--- src/rtl/dbg_pad_pkg.sv ---
package dbg_pad_pkg;
  localparam int NPAD   = 5;
  localparam int MODE_W = 3;
  localparam int CFG_W  = MODE_W + 1;

  localparam int P_TMS  = 0;
  localparam int P_TCK  = 1;
  localparam int P_TDI  = 2;
  localparam int P_TDO  = 3;
  localparam int P_TRST = 4;

  typedef enum logic [MODE_W-1:0] {
    M_FULL    = 3'd0,
    M_NO_TRST = 3'd1,
    M_SW_ONLY = 3'd2,
    M_NONE    = 3'd3
  } pad_mode_e;

  localparam logic [NPAD-1:0] FORCE_VAL = 5'b10101;
  localparam logic [NPAD-1:0] DBG_PU    = 5'b10101;
  localparam logic [NPAD-1:0] DBG_PD    = 5'b00010;
  localparam logic [NPAD-1:0] DBG_IE    = 5'b10111;

  function automatic pad_mode_e legalize(input logic [MODE_W-1:0] code);
    pad_mode_e m;
    case (code)
      3'd0:    m = M_FULL;
      3'd1:    m = M_NO_TRST;
      3'd2:    m = M_SW_ONLY;
      default: m = M_NONE;
    endcase
    return m;
  endfunction

  function automatic logic [NPAD-1:0] keep_mask(input pad_mode_e m);
    logic [NPAD-1:0] k;
    case (m)
      M_FULL:    k = 5'b11111;
      M_NO_TRST: k = 5'b01111;
      M_SW_ONLY: k = 5'b00011;
      default:   k = 5'b00000;
    endcase
    return k;
  endfunction
endpackage

--- src/rtl/dbg_pad_mode_reg.sv ---
module dbg_pad_mode_reg
  import dbg_pad_pkg::*;
(
  input  logic             clk,
  input  logic             rst_n,
  input  logic             wr_en,
  input  logic [CFG_W-1:0] wr_data,
  input  logic             wbuf_full,
  input  logic [NPAD-1:0]  own_q,
  output logic [NPAD-1:0]  keep_nx,
  output logic             trace_q,
  output logic             wait_q,
  output logic [CFG_W-1:0] rd_data
);
  pad_mode_e mode_q, mode_nx;
  logic      trace_nx, wait_nx, releases;

  always_comb begin
    mode_nx  = mode_q;
    trace_nx = trace_q;
    if (wr_en) begin
      mode_nx  = legalize(wr_data[MODE_W-1:0]);
      trace_nx = wr_data[CFG_W-1];
    end
    keep_nx  = keep_mask(mode_nx);
    releases = |(own_q & ~keep_nx);
    wait_nx  = wr_en & wbuf_full & releases;
  end

  always_ff @(posedge clk or negedge rst_n) begin
    if (!rst_n) begin
      mode_q  <= M_FULL;
      trace_q <= 1'b0;
      wait_q  <= 1'b0;
    end else begin
      mode_q  <= mode_nx;
      trace_q <= trace_nx;
      wait_q  <= wait_nx;
    end
  end

  assign rd_data = {trace_q, mode_q};

  a_r3_mode_legal: assert property (@(posedge clk) disable iff (!rst_n)
    mode_q inside {M_FULL, M_NO_TRST, M_SW_ONLY, M_NONE});
  a_r7_wait_cause: assert property (@(posedge clk) disable iff (!rst_n)
    wait_q |-> $past(wr_en && wbuf_full));
  a_r7_no_wait_idle: assert property (@(posedge clk) disable iff (!rst_n)
    !wr_en |=> !wait_q);
endmodule

--- src/rtl/dbg_pad_handover.sv ---
module dbg_pad_handover
  import dbg_pad_pkg::*;
(
  input  logic            clk,
  input  logic            rst_n,
  input  logic [NPAD-1:0] keep_nx,
  output logic [NPAD-1:0] own_q,
  output logic [NPAD-1:0] force_q
);
  logic [NPAD-1:0] own_nx, force_nx;

  always_comb begin
    for (int i = 0; i < NPAD; i++) begin
      if (keep_nx[i]) begin
        own_nx[i]   = 1'b1;
        force_nx[i] = ~own_q[i];
      end else begin
        own_nx[i]   = own_q[i] & ~force_q[i];
        force_nx[i] = 1'b1;
      end
    end
  end

  always_ff @(posedge clk or negedge rst_n) begin
    if (!rst_n) begin
      own_q   <= '1;
      force_q <= '0;
    end else begin
      own_q   <= own_nx;
      force_q <= force_nx;
    end
  end

  a_r4_never_floating: assert property (@(posedge clk) disable iff (!rst_n)
    (~own_q & ~force_q) == '0);

  for (genvar g = 0; g < NPAD; g++) begin : g_order
    a_r4_release_order: assert property (@(posedge clk) disable iff (!rst_n)
      $fell(own_q[g]) |-> $past(force_q[g]));
    a_r5_return_order: assert property (@(posedge clk) disable iff (!rst_n)
      $fell(force_q[g]) |-> $past(own_q[g]));
  end
endmodule

--- src/rtl/dbg_pad_mux.sv ---
module dbg_pad_mux
  import dbg_pad_pkg::*;
(
  input  logic            clk,
  input  logic            rst_n,
  input  logic [NPAD-1:0] own_q,
  input  logic [NPAD-1:0] force_q,
  input  logic            trace_q,
  input  logic            dbg_swdio_out,
  input  logic            dbg_swdio_oe,
  input  logic            dbg_tdo_out,
  input  logic            dbg_tdo_oe,
  input  logic            dbg_swo_out,
  input  logic [NPAD-1:0] gpio_out,
  input  logic [NPAD-1:0] gpio_oe,
  input  logic [NPAD-1:0] gpio_pu,
  input  logic [NPAD-1:0] gpio_pd,
  input  logic [NPAD-1:0] gpio_ie,
  output logic [NPAD-1:0] gpio_in,
  input  logic [NPAD-1:0] pad_in,
  output logic [NPAD-1:0] pad_out,
  output logic [NPAD-1:0] pad_oe,
  output logic [NPAD-1:0] pad_pu,
  output logic [NPAD-1:0] pad_pd,
  output logic [NPAD-1:0] pad_ie,
  output logic [NPAD-1:0] core_in
);
  logic [NPAD-1:0] d_out, d_oe;

  always_comb begin
    d_out = '0;
    d_oe  = '0;
    d_out[P_TMS] = dbg_swdio_out;
    d_oe[P_TMS]  = dbg_swdio_oe;
    d_out[P_TDO] = trace_q ? dbg_swo_out : dbg_tdo_out;
    d_oe[P_TDO]  = trace_q ? 1'b1 : dbg_tdo_oe;
  end

  for (genvar g = 0; g < NPAD; g++) begin : g_pad
    always_comb begin
      if (own_q[g]) begin
        pad_out[g] = d_out[g];
        pad_oe[g]  = d_oe[g];
        pad_pu[g]  = DBG_PU[g];
        pad_pd[g]  = DBG_PD[g];
        pad_ie[g]  = DBG_IE[g];
        gpio_in[g] = 1'b0;
      end else begin
        pad_out[g] = gpio_out[g];
        pad_oe[g]  = gpio_oe[g];
        pad_pu[g]  = gpio_pu[g];
        pad_pd[g]  = gpio_pd[g];
        pad_ie[g]  = gpio_ie[g];
        gpio_in[g] = pad_in[g];
      end
      core_in[g] = force_q[g] ? FORCE_VAL[g] : pad_in[g];
    end

    a_r10_no_dual_pull: assert property (@(posedge clk) disable iff (!rst_n)
      own_q[g] |-> !(pad_pu[g] && pad_pd[g]));
  end

  a_r6_tck_low: assert property (@(posedge clk) disable iff (!rst_n)
    force_q[P_TCK] |-> !core_in[P_TCK]);
  a_r6_trst_high: assert property (@(posedge clk) disable iff (!rst_n)
    force_q[P_TRST] |-> core_in[P_TRST]);
endmodule

--- src/rtl/dbg_pad_release_ctrl.sv ---
module dbg_pad_release_ctrl
  import dbg_pad_pkg::*;
(
  input  logic            clk,
  input  logic            rst_n,
  input  logic            cfg_wr_en,
  input  logic [3:0]      cfg_wr_data,
  input  logic            cfg_wbuf_full,
  output logic            cfg_wait,
  output logic [3:0]      cfg_rd_data,
  input  logic            dbg_swdio_out,
  input  logic            dbg_swdio_oe,
  input  logic            dbg_tdo_out,
  input  logic            dbg_tdo_oe,
  input  logic            dbg_swo_out,
  output logic            core_tms_swdio,
  output logic            core_tck_swclk,
  output logic            core_tdi,
  output logic            core_trst_n,
  input  logic [4:0]      gpio_out,
  input  logic [4:0]      gpio_oe,
  input  logic [4:0]      gpio_pu,
  input  logic [4:0]      gpio_pd,
  input  logic [4:0]      gpio_ie,
  output logic [4:0]      gpio_in,
  input  logic [4:0]      pad_in,
  output logic [4:0]      pad_out,
  output logic [4:0]      pad_oe,
  output logic [4:0]      pad_pu,
  output logic [4:0]      pad_pd,
  output logic [4:0]      pad_ie
);
  logic [1:0]      rst_sync_q;
  logic            rst_int_n;
  logic [NPAD-1:0] keep_nx, own_q, force_q, core_in;
  logic            trace_q;

  always_ff @(posedge clk or negedge rst_n) begin
    if (!rst_n) rst_sync_q <= 2'b00;
    else        rst_sync_q <= {rst_sync_q[0], 1'b1};
  end
  assign rst_int_n = rst_sync_q[1];

  dbg_pad_mode_reg u_mode (
    .clk       (clk),
    .rst_n     (rst_int_n),
    .wr_en     (cfg_wr_en),
    .wr_data   (cfg_wr_data),
    .wbuf_full (cfg_wbuf_full),
    .own_q     (own_q),
    .keep_nx   (keep_nx),
    .trace_q   (trace_q),
    .wait_q    (cfg_wait),
    .rd_data   (cfg_rd_data)
  );

  dbg_pad_handover u_hand (
    .clk     (clk),
    .rst_n   (rst_int_n),
    .keep_nx (keep_nx),
    .own_q   (own_q),
    .force_q (force_q)
  );

  dbg_pad_mux u_mux (
    .clk           (clk),
    .rst_n         (rst_int_n),
    .own_q         (own_q),
    .force_q       (force_q),
    .trace_q       (trace_q),
    .dbg_swdio_out (dbg_swdio_out),
    .dbg_swdio_oe  (dbg_swdio_oe),
    .dbg_tdo_out   (dbg_tdo_out),
    .dbg_tdo_oe    (dbg_tdo_oe),
    .dbg_swo_out   (dbg_swo_out),
    .gpio_out      (gpio_out),
    .gpio_oe       (gpio_oe),
    .gpio_pu       (gpio_pu),
    .gpio_pd       (gpio_pd),
    .gpio_ie       (gpio_ie),
    .gpio_in       (gpio_in),
    .pad_in        (pad_in),
    .pad_out       (pad_out),
    .pad_oe        (pad_oe),
    .pad_pu        (pad_pu),
    .pad_pd        (pad_pd),
    .pad_ie        (pad_ie),
    .core_in       (core_in)
  );

  assign core_tms_swdio = core_in[P_TMS];
  assign core_tck_swclk = core_in[P_TCK];
  assign core_tdi       = core_in[P_TDI];
  assign core_trst_n    = core_in[P_TRST];

  a_r1_reset_owned: assert property (@(posedge clk) disable iff (!rst_int_n)
    $rose(rst_int_n) |-> (own_q == '1 && force_q == '0));
endmodule

--- config.mk ---
export PLATFORM = sky130hd
export DESIGN_NAME = dbg_pad_release_ctrl
export DESIGN_NICKNAME = d
export VERILOG_FILES = /design/src/rtl/dbg_pad_pkg.sv /design/src/rtl/dbg_pad_mode_reg.sv /design/src/rtl/dbg_pad_handover.sv /design/src/rtl/dbg_pad_mux.sv /design/src/rtl/dbg_pad_release_ctrl.sv
export SDC_FILE = /design/constraint.sdc
export NUM_CORES = 1
export LEC_CHECK = 0
export BUFFER_PORTS_ARGS = -buffer_cell sky130_fd_sc_hd__buf_2
export CORE_UTILIZATION = 37
export CTS_CLUSTER_DIAMETER = 100
export DETAILED_ROUTE_END_ITERATION = 8
export PLACE_DENSITY = 0.84
export SYNTH_ARGS = -nofsm -noshare
export SYNTH_HDL_FRONTEND = slang
export SYNTH_HIERARCHICAL = 1
export SYNTH_SLANG_ARGS = --single-unit
--- constraint.sdc ---
create_clock -name clk -period 1.3 [get_ports clk]
set_input_delay 0.26 -clock clk [delete_from_list [all_inputs] [get_ports clk]]
set_output_delay 0.26 -clock clk [all_outputs]
set_load 0.01 [all_outputs]
==> After elaboration in Yosys (flattened, before gate mapping) <==
Index checks and enable logic that the tools add are counted.
W data, S select, Z words.
{ "word_totals": {"reg_bits": 17, "input_bits": 43, "wordCells": 81} }
{ "op_classes": {"n_eq_ne": 4, "n_mux": 49, "n_bitwise": 19, "n_reduce_logical": 3} }
{ "ops": {"columns": ["cell", "count"], "rows": [
  ["$mux W1", 46],
  ["$pmux W5 S3", 1],
  ["$not A1 Y1", 10],
  ["$and A1 B1 Y1", 7],
  ["$eq A3 B1 Y1 const B", 2],
  ["$eq A3 B2 Y1 const B", 2],
  ["$logic_not A3 Y1", 2],
  ["$pmux W2 S3", 1],
  ["$and A5 B5 Y5", 1],
  ["$not A5 Y5", 1],
  ["$reduce_or A5 Y1", 1],
  ["$mux W3", 1]
]} }

==> Logic depth before layout (Yosys ltp) <==
{ "logic_depth": {"word_depth": 9, "mapped_depth": 5, "depth_no_buf": 4} }

==> Hierarchy <==
Netlist, hierarchy kept.
{ "by_module_without_submodules": {"columns": ["module", "instances", "cells_per_inst", "area_per_inst_um2", "seq_area_each_um2"], "rows": [
  ["dbg_pad_handover", 1, 25, 331.6, 256.5],
  ["dbg_pad_mode_reg", 1, 28, 282.8, 125.1],
  ["dbg_pad_mux", 1, 39, 252.7, 0.0],
  ["dbg_pad_release_ctrl", 1, 3, 53.8, 50.0]
]} }

==> Least setup slack after synthesis <==
No wires, ideal clock.
{ "synth_timing": {"path_kind": "register -> output", "from": "register u_hand.own_q[0]", "to": "output port pad_oe[0]", "arrival_ns": 0.928, "required_time_ns": 1.040, "slack_ns": 0.112, "stages_incl_launch_ff": 2, "cell_sequence": "dfstp_2 mux2_2"} }
{ "synth_between": {"elab_chain_len": 1} }
{ "synth_rtl": {"columns": ["element", "line_no", "rtl"], "rows": [
  ["from (decl)", "dbg_pad_handover.sv:7", "output logic [NPAD-1:0] own_q,"],
  ["from (signal assigned)", "dbg_pad_handover.sv:29", "own_q <= own_nx;"],
  ["$mux W1", "dbg_pad_mux.sv:41", "if (own_q[g]) begin"],
  ["to (decl)", "dbg_pad_release_ctrl.sv:28", "output logic [4:0] pad_oe,"]
]} }
No other way between the ends.

==> Final worst setup path <==
{ "layout_timing": {"from": "register u_hand.own_q[0]", "to": "output port pad_out[0]"} }
{ "layout_between": {"elab_chain_len": 1} }
{ "layout_rtl": {"columns": ["element", "line_no", "rtl"], "rows": [
  ["$mux W1", "dbg_pad_mux.sv:41", null],
  ["to (decl)", "dbg_pad_release_ctrl.sv:27", "output logic [4:0] pad_out,"]
]} }
No other way between the ends.

==> impl.org <==
** Drt
- After detailed routing, the total wire length is roughly 2.5 mm.
- After the first detailed-routing iteration, the DRC count stood at 10.
- Routed vias/inst :: approximately 4.7
- Total number of vias :: between 1000 and 1500
- Drc violations :: 0
- The detail route stage leaves a number of antenna-violating nets equal to 0.
- First-pass DRT Iterations :: 4
- Dividing the detail-routed wire length by the instance count gives approximately 12 µm.

** Pwr
- Worst IR drop on VDD :: between 0.7 and 0.8 mV
- The analysis attributes to cell leakage a power of around 0.88 nW.
- Power density over the cells :: 899 mW/mm²

** GRT
- Global routing met1 resource utilization :: around a fifth
- The layer flagged by global routing as most heavily used is met2.
- Largest net degree at the start of global routing :: 16
- The number of antenna violations at the first check in global routing was 0.
- Global-route usage over all layers :: around 20%
- The number of global-route vias before repair was slightly below 1000.
- Global-route track usage on met2 :: approximately two fifths
- Global routing consumed, on the met3 layer, under 10% of the routing resources.
- The first global-routing pass estimated 3.99 mm of wire.
- Remaining Overflow, GRT :: 0

** Clock tree
- Clock Tree Root :: sky130_fd_sc_hd__clkbuf_4
- Clock net sink count :: 17
- In this run the deepest clock path goes through 2 buffers.
- Number of buffers added by the clock tree synthesis step :: 3
- Clock-pin slew was measured on the worst setup and hold paths at ~0.090 ns.
- For the worst-skew pair, the clock arrives at the later sink with an insertion delay of 0.28 ns.
- TritonCTS built the clock tree.
- In this run the number of H-tree levels came out at 1.

** Worst setup path
- WP data required :: between 1 and 1.5 ns
- The setup path with the least slack is of type flop to output port.
- For this design, the slowest cell found on the critical path is sky130_fd_sc_hd__dfstp_2.
- STA classifies the critical path endpoint as an output port.
- Of all nets on the critical path, the largest fanout is 6.
- Counting both buffers and inverters, the worst setup path holds a total of 1.
- Data arrival time of the critical path :: 1.32 ns
- On the worst path, the slowest cell contributes a delay of ~0.6 ns.
- Type of origin of the critical path :: flop
- Critical path's top delay family :: flip-flops
- Series of cell instances along the critical path :: mux2_4 -> buf_6

** Finish
- Area of all placed cells without fillers :: ~0.0016 mm²
- Multi-input gate area in the final layout :: about 480 µm²
- In the final design database the tool counted about 230 nets.
- Commonest cells after routing, fill and taps aside :: sky130_fd_sc_hd__buf_2 (66), sky130_fd_sc_hd__nor2b_1 (19), sky130_fd_sc_hd__buf_6 (18), sky130_fd_sc_hd__dfrtp_1 (12), sky130_fd_sc_hd__or2_4 (11)
- Cells with a size suffix above 1 make up roughly 65% of the layout.
- After filler insertion, the fill cell instance count of the layout stands at between 150 and 200.
- Area overhead of the layout relative to synthesis :: 74.1%
- The library cell used most frequently in the layout, excluding fill and tap cells, is sky130_fd_sc_hd__buf_2.
- Antenna Cells :: 0
- Storage element area :: 432 µm²

** Timing
- Fmax achieved :: around 0.63 GHz
- Worst Hold Slack :: ~0.22 ns
- At the pin with the least slew margin, the transition time is slightly below 0.6 ns.
- Sum Neg Setup Slack :: -3.25 ns
- Max-slew violation total from the final report :: 0
- For the finished layout, the period the worst path requires is roughly 1.6 ns.
- The count of final hold-check violations came to 0.
- Number of setup violations in the final report :: 30
- Max_slew headroom :: about 60%
- Setup slack on the critical path of the routed design comes to -0.283 ns.
- RSZ-0062 raised after global routing :: yes
- Dividing the final minimum period by the clock period gives 122%.
- Clock Skews :: approximately 0.00082 ns

** Logic synthesis
- Post-Syn Nets :: between 100 and 150
- Area of the mapped netlist :: around 910 µm²
- Yosys synthesis warning count :: 6
- Dividing the synthesized area by the synthesized cell count gives between 9 and 10 µm².
- Number of instances in the synthesized netlist :: between 90 and 100

** Floorplan
- Number of core rows :: 17
- Area of the core :: about 0.0023 mm²
- Chip height :: around 52 µm
- The initial utilization of the core area, before any placement, comes to 40.2%.
- Count of boundary I/O pins :: 82
- The floorplan step defined a die boundary enclosing around 0.0027 mm².
- Die extent in x :: about 52 µm

** Hold path
- Hold crit path type :: primary input to flop

** Placed design
- After detailed placement, the total cell area comes to 0.00134 mm².
- OpenSTA, run right after detailed placement, puts the worst setup slack at slightly above 0.008 ns.
- Final Wtd Congestion :: 0.750
- Port buffering added 81 buffers.

** Flow run
- Max-cap violations in this run came to 0.

** Outcome
- The checks that failed: setup timing.
- Run status :: complete, but fails checks
metal layers:
layer	part of all wire, %	up-vias
li1	-	486
met1	34	468
met2	57	59
met3	8.2	4
met4	1.1	0
met5	0	-
sequential cells by signal, indices dropped and copies added (netlist names):
register and flops:
u_hand/force_q 5, u_mode/mode_q 3, u_mode/trace_q 1, u_hand/own_q 5, rst_sync_q 2, u_mode/wait_q 1
metrics by stage:
stage | utilization, % | instances | total power [W]
after floorplan | - | 94 | 0.000843
after global placement | 59.0 | 201 | 0.00101
after detailed placement | 59.0 | 201 | 0.00103
after CTS | 69.1 | 214 | 0.00142
after global routing | 70.0 | 215 | 0.00151
final | 70.0 | 215 | 0.00143
power breakdown:
part           switching (W)  internal (W)  total, W
sequential         0.0000572      0.000584  0.000641
clock               0.000158      0.000119  0.000277
combinational       0.000206      0.000307  0.000513
timing repair:
item	CTS	global route
buffers inserted	8	1
hold buffers	1	0
cloned	0	0
hold endpoints to repair	2	0
resized for setup	31	5
pin swaps	8	2
endpoints found under the setup margin	33	34
path summary, 6_finish.rpt:
path,from,to,slack [ns],depth (start not counted)
max,u_hand/own_q[0]$_DFF_PN1_,pad_out[0],-0.28,2
min,cfg_wr_data[3],u_mode/trace_q$_DFFE_PN0P_,0.22,2
max reg2reg,u_hand/own_q[3]$_DFF_PN1_,u_mode/wait_q$_DFF_PN0_,0.08,4
min reg2reg,rst_sync_q[1]$_DFF_PN0_,u_mode/mode_q[0]$_DFF_PN0_,0.24,0
max in group asynchronous,rst_sync_q[1]$_DFF_PN0_,u_hand/own_q[3]$_DFF_PN1_,0.68,0
min in group asynchronous,rst_sync_q[1]$_DFF_PN0_,u_mode/mode_q[0]$_DFF_PN0_,0.24,0
final cells by class:
cell class                 instances  share of cell area, %
tap                               28                   2.20
multi-input combinational         68                   30.0
clock buffer                       4                   1.65
inverter                           5                   1.18
timing repair buffer              93                   37.9
sequential                        17                   27.1
(Power assumes the default switching activity.)
